`src/rtl/eeprom_cmd_engine.sv`:
```
module eeprom_cmd_engine #(
  parameter int MEM_BYTES = 128,
  parameter int PAGE_BYTES = 16,
  parameter int WRITE_CYCLES = 20,
  parameter logic [7:0] DEV_ADDR = 8'hA0
) (
  input  logic       clk,
  input  logic       rst_n,
  input  logic       start,
  input  logic       rx_valid,
  input  logic [7:0] rx_byte,
  input  logic       rx_mak,
  input  logic       tx_req,
  input  logic       tx_mak,
  output logic [7:0] tx_data,
  output logic       sak_valid,
  output logic       sak
);
  localparam int AW = $clog2(MEM_BYTES);
  localparam int PW = $clog2(PAGE_BYTES);
  localparam int CW = $clog2(WRITE_CYCLES + 1);

  localparam logic [7:0] OP_READ  = 8'h03;
  localparam logic [7:0] OP_CRRD  = 8'h06;
  localparam logic [7:0] OP_WRITE = 8'h6C;
  localparam logic [7:0] OP_WREN  = 8'h96;
  localparam logic [7:0] OP_WRDI  = 8'h91;
  localparam logic [7:0] OP_RDSR  = 8'h05;
  localparam logic [7:0] OP_WRSR  = 8'h6E;
  localparam logic [7:0] OP_FILL  = 8'h67;

  typedef enum logic [3:0] {
    S_IDLE, S_DEV, S_OP, S_AH, S_AL, S_RD, S_WR, S_SRD, S_SWR
  } state_t;
  typedef enum logic [1:0] {K_PAGE, K_STAT, K_FILL} kind_t;

  state_t            state;
  kind_t             kind;
  logic [7:0]        mem  [MEM_BYTES];
  logic [7:0]        pbuf [PAGE_BYTES];
  logic [PAGE_BYTES-1:0] pmask;
  logic [AW-1:0]     ptr;
  logic [7:0]        ahi;
  logic              is_wr;
  logic              wel, wip;
  logic [1:0]        bp, bp_new;
  logic [CW-1:0]     wcnt;
  logic              ptr_prot;
  logic [7:0]        status;

  assign status   = {4'b0000, bp, wel, wip};
  assign ptr_prot = (bp == 2'd3) | ((bp == 2'd2) & ptr[AW-1]) |
                    ((bp == 2'd1) & ptr[AW-1] & ptr[AW-2]);

  always_ff @(posedge clk or negedge rst_n) begin
    if (!rst_n) begin
      state     <= S_IDLE;
      kind      <= K_PAGE;
      pmask     <= '0;
      ptr       <= '0;
      ahi       <= '0;
      is_wr     <= 1'b0;
      wel       <= 1'b0;
      wip       <= 1'b0;
      bp        <= 2'd0;
      bp_new    <= 2'd0;
      wcnt      <= '0;
      tx_data   <= 8'h00;
      sak_valid <= 1'b0;
      sak       <= 1'b0;
      for (int i = 0; i < MEM_BYTES; i++) mem[i] <= 8'h00;
      for (int i = 0; i < PAGE_BYTES; i++) pbuf[i] <= 8'h00;
    end else begin
      sak_valid <= 1'b0;

      if (wip) begin
        if (wcnt == '0) begin
          wip <= 1'b0;
          wel <= 1'b0;
          case (kind)
            K_PAGE: for (int i = 0; i < PAGE_BYTES; i++)
                      if (pmask[i]) mem[{ptr[AW-1:PW], PW'(i)}] <= pbuf[i];
            K_FILL: for (int i = 0; i < MEM_BYTES; i++) mem[i] <= 8'hFF;
            default: bp <= bp_new;
          endcase
        end else begin
          wcnt <= wcnt - 1'b1;
        end
      end

      if (start) begin
        state <= S_DEV;
      end else if (rx_valid) begin
        sak_valid <= 1'b1;
        sak       <= 1'b0;
        state     <= S_IDLE;
        case (state)
          S_DEV: if (rx_byte == DEV_ADDR) begin
            sak   <= 1'b1;
            state <= S_OP;
          end
          S_OP: if (!wip || rx_byte == OP_RDSR) begin
            case (rx_byte)
              OP_READ:  begin sak <= 1'b1; is_wr <= 1'b0; state <= S_AH; end
              OP_WRITE: begin sak <= 1'b1; is_wr <= 1'b1; state <= S_AH; end
              OP_CRRD:  begin sak <= 1'b1; state <= S_RD; end
              OP_WREN:  begin sak <= 1'b1; wel <= 1'b1; end
              OP_WRDI:  begin sak <= 1'b1; wel <= 1'b0; end
              OP_RDSR:  begin sak <= 1'b1; state <= S_SRD; end
              OP_WRSR:  begin sak <= 1'b1; state <= S_SWR; end
              OP_FILL: begin
                sak <= 1'b1;
                if (!rx_mak && wel) begin
                  wip  <= 1'b1;
                  wcnt <= CW'(WRITE_CYCLES - 1);
                  kind <= K_FILL;
                end
              end
              default: ;
            endcase
          end
          S_AH: begin
            sak   <= 1'b1;
            ahi   <= rx_byte;
            state <= S_AL;
          end
          S_AL: begin
            sak   <= 1'b1;
            ptr   <= AW'({ahi, rx_byte});
            pmask <= '0;
            state <= is_wr ? S_WR : S_RD;
          end
          S_WR: begin
            sak <= 1'b1;
            pbuf[ptr[PW-1:0]]  <= rx_byte;
            pmask[ptr[PW-1:0]] <= 1'b1;
            ptr <= {ptr[AW-1:PW], ptr[PW-1:0] + PW'(1)};
            if (rx_mak) begin
              state <= S_WR;
            end else if (wel && !ptr_prot) begin
              wip  <= 1'b1;
              wcnt <= CW'(WRITE_CYCLES - 1);
              kind <= K_PAGE;
            end
          end
          S_SWR: begin
            sak    <= 1'b1;
            bp_new <= rx_byte[3:2];
            if (!rx_mak && wel) begin
              wip  <= 1'b1;
              wcnt <= CW'(WRITE_CYCLES - 1);
              kind <= K_STAT;
            end
          end
          default: ;
        endcase
      end else if (tx_req) begin
        sak_valid <= 1'b1;
        sak       <= 1'b0;
        state     <= S_IDLE;
        case (state)
          S_RD: begin
            sak     <= 1'b1;
            tx_data <= mem[ptr];
            ptr     <= ptr + 1'b1;
            if (tx_mak) state <= S_RD;
          end
          S_SRD: begin
            sak     <= 1'b1;
            tx_data <= status;
            if (tx_mak) state <= S_SRD;
          end
          default: ;
        endcase
      end
    end
  end
endmodule

```
`config.mk`:
```
export PLATFORM = sky130hd
export DESIGN_NAME = eeprom_cmd_engine
export DESIGN_NICKNAME = d
export VERILOG_FILES = /design/src/rtl/eeprom_cmd_engine.sv
export SDC_FILE = /design/constraint.sdc
export NUM_CORES = 2
export LEC_CHECK = 0
export ABC_CLOCK_PERIOD_IN_PS = 3280
export BUFFER_PORTS_ARGS = -buffer_cell sky130_fd_sc_hd__buf_2
export CORE_ASPECT_RATIO = 1.1
export CORE_MARGIN = 2
export CORE_UTILIZATION = 50
export CTS_CLUSTER_DIAMETER = 150
export CTS_CLUSTER_SIZE = 12
export DETAILED_ROUTE_END_ITERATION = 6
export PLACE_DENSITY = 0.65
export SYNTH_ARGS = -nofsm -noshare
export SYNTH_HDL_FRONTEND = slang
export SYNTH_SLANG_ARGS = --single-unit
```
`constraint.sdc`:
```
create_clock -name clk -period 3.28 [get_ports clk]
set_input_delay 0.164 -clock clk [delete_from_list [all_inputs] [get_ports clk]]
set_output_delay 0.164 -clock clk [all_outputs]
set_load 0.005 [all_outputs]
```
==> impl_results.md <==
- Max Cap Viol: 0
- Layout Cells excl Fill: 6476
- Worst-path cell chain: buf_12 > buf_4 > nor2b_2 > buf_4 > a22oi_1 > nand3_1 > o211ai_1 > nor4_1 > a21oi_1
- Critical path startpoint category: flip-flop
- Yosys reg bits: 1203
- Syn Nets: 4885
- Worst min-delay path class: primary input to flip-flop
- Port Buffer Count: 24
- FMAX: 306 MHz
- Area used by multi-input combinational logic: 22000 um2
- DR iter-0 viols: 4942
- Die extent in y: 348 um
- TritonCTS clock tree: yes
- Core area: 107000 um2
- Layout net count: 5079
- WL/cell: 31.6 um
- # IOs: 25
- Final Cycle Share: 99.7%
- CP arrival: 3.91 ns
- CP Class: flip-flop to flip-flop
- CTS Sinks: 1203
- Max-slew headroom: 16.6%
- Drt total wl: 205000 um
- GP Congestion: 1.06
- Total power: 0.0326 W
- Clock Latency Late Sink: 0.73 ns
- Util after Layout: 56.3%
- Antenna Nets Post-Route: 0
- Pwr Density: 542 nW/um2
- Root Driver: clkbuf_16
- Die Area: 110000 um2
- Mux cell area share after synthesis: 14.2%
- Total CTS buffers: 110
- Vias: 41.7k
- First-pass GRT wire length: 293000 um
- # fillers: 9168
- Status: completed
- Count leader, synth: dfrtp_1
- Worst vdd ir: 0.469 mV
- Slew Limit Fails: 0
- Synth area leader: dfrtp_1
- Post-synth top cells: 1203 x dfrtp_1, 1188 x a21oi_1, 1109 x nor2_1, 223 x mux4_2, 143 x mux2_2
- Final setup vio count: 0
- Xor/xnor cell area share of the yosys netlist: 0.0652%
- GR Overflow Total: 0
- Post-DP Area: 57200 um2
- Post-DP HPWL: 144000 um
- LEAKAGE: 27.0 nW
- Primary FF master, synth: dfrtp_1
- Largest family of logic cells by synthesized area: multiplexers
- Die X: 317 um
- Post-synth EDFFs: 0
- Ratio of cells with drive above 1 in the final layout: 20.1%
- Syn Area/Cell: 11.0 um2
- Post-Place Cells: 6345
- Simple-gate share of the synthesized area: 12.1%
- Final Hold Violating Endpoints: 0
- Slowest cell delay on critical path: 0.74 ns
- Synth warn: 0
- Most frequent CP cell: buf_4
- Hold Crit Depth: 3
- Post-layout min period: 3.27 ns
- Top cells by area, synth: dfrtp_1 56%, a21oi_1 11%, mux4_2 9.3%, nor2_1 7.7%, mux2_2 3.0%
- Worst Path Max Fanout: 24
- Pre-antenna DRT Iters: 6
- Max clock buf depth: 3
- Post-CTS Setup Inserts: 0
- Vias per cell: 6.43
- Data required, critical path: 3.92 ns
- Cell Rows: 126
- Critical path capture point type: flip-flop
- Share of the synthesized area in the top cell type: 56.0%
- Clk_skew: 0.0279 ns
- Synthesized area: 53700 um2
- Drc violations: 0
- Initial antenna violation count: 11
- Reg2Reg Depth: 9
- Clk slew on worst S/H paths: 0.07 ns
- Largest net degree at the start of global routing: 103
- Total track usage: 37.7%
- Synth unique cells: 75
- Slew @ Worst Pin: 1.25 ns
- Synth Area in Compound Gates: 14.1%
- RSZ-0062 raised after global routing: false
- Vias in the first global route: 40.5k
- Mapped Cells: 4865
- Starting Density: 50.3%
- Critical path's slowest cell: dfrtp_4
- Post-Synth Adder-Cell Area: 0.116%
- FFs w/ async S/R, synth: 100%
- Fraction of the yosys area taken by sequential cells: 56.0%
- H-tree levels: 3
- Post-route cell area: 60200 um2
- Synthesis-to-finish area growth: 12.1%
- Reg area: 30100 um2
## final cells by class
type,instances,area share [%]
Clock buffer,116,4.72
Sequential cell,1203,50.0
Timing Repair Buffer,388,5.53
Clock inverter,4,0.0810
Tap cell,1408,2.93
Inverter,31,0.193
Multi-Input combinational cell,3325,36.5
Antenna cell,1,0.00416
## registers in the layout (all words and copies together) (netlist names), 2 cells and up
| register | cells |
|---|---|
| bp | 2 |
| bp_new | 2 |
| kind | 2 |
| mem | 1024 |
| pbuf | 128 |
| pmask | 16 |
| ptr | 7 |
| state | 4 |
| tx_data | 8 |
| wcnt | 5 |
## through the flow
step                      setup TNS [ns]  hold slack [ns]  setup WS, ns
final                                  0           0.0514        0.0107
after global placement            -0.489            0.211        -0.489
after global routing                   0           0.0733        0.0240
after detailed placement          -0.355            0.211        -0.355
after floorplan                        0           -0.132         0.728
after CTS                              0           0.0232        0.0802
## cell families after synthesis
group | Yosys count
fa+ha+maj | 5
buf+inv | 337
mux | 463
flops | 1203
compound gates | 1399
simple gates | 1454
xor+xnor | 4
## timing repair
item	in CTS	in global routing
setup endpoints to repair	1	3
resized for setup	2	3
hold buffers	10	0
hold endpoints to repair	183	0
## worst max-delay path, delay by kind of cell (launching register included)
kind / cells / cell delay (ns)
compound gates: 3 / 1.11
flops: 1 / 0.74
simple gates: 3 / 0.52
buf+inv: 3 / 0.78
## worst paths after layout
check                                 from    endpoint  slack (ns)
worst max-delay path                ptr[0]  tx_data[7]        0.01
worst min-delay path            rx_byte[5]      ptr[5]        0.05
worst max register to register      ptr[0]  tx_data[7]        0.01
worst min register to register   bp_new[0]       bp[0]        0.50
max in group asynchronous            rst_n    mem[166]        2.08
min in group asynchronous            rst_n    pmask[3]        0.06
## cells in the final DEF, fill, tap and decap left out, types with 41 or more instances in the layout
cell type,synthesis,final
dfrtp_1,1203,1199
a21oi_1,1188,1159
nor2_1,1109,1102
buf_4,103,319
mux4_2,223,223
mux2_2,143,143
clkbuf_16,0,113
mux2i_1,97,97
nand2_1,94,94
nor2_4,80,87
a22oi_1,49,47
nand3_1,41,41
## power by group
group | leakage [nW] | total (W) | internal [W] | switching [W]
sequential | 16.5 | 0.0169 | 0.0160 | 0.000839
combinational | 9.06 | 0.00419 | 0.00176 | 0.00244
clock | 1.42 | 0.0116 | 0.00605 | 0.00553
total | 27.0 | 0.0326 | 0.0238 | 0.00881
## routing by layer
| metal | GRT usage (%) | wire [um] | part of all wire, % | vias to the layer above |
|---|---|---|---|---|
| met3 | 8.20 | 18600 | 9.1 | 621 |
| li1 | - | - | - | 17547 |
| met2 | 55.4 | 90400 | 44 | 2234 |
| met5 | 0 | 75 | 0.037 | - |
| met4 | 28.0 | 18600 | 9.1 | 12 |
| met1 | 49.1 | 77000 | 38 | 21258 |
No activity file was read; power rests on OpenSTA's default activity.
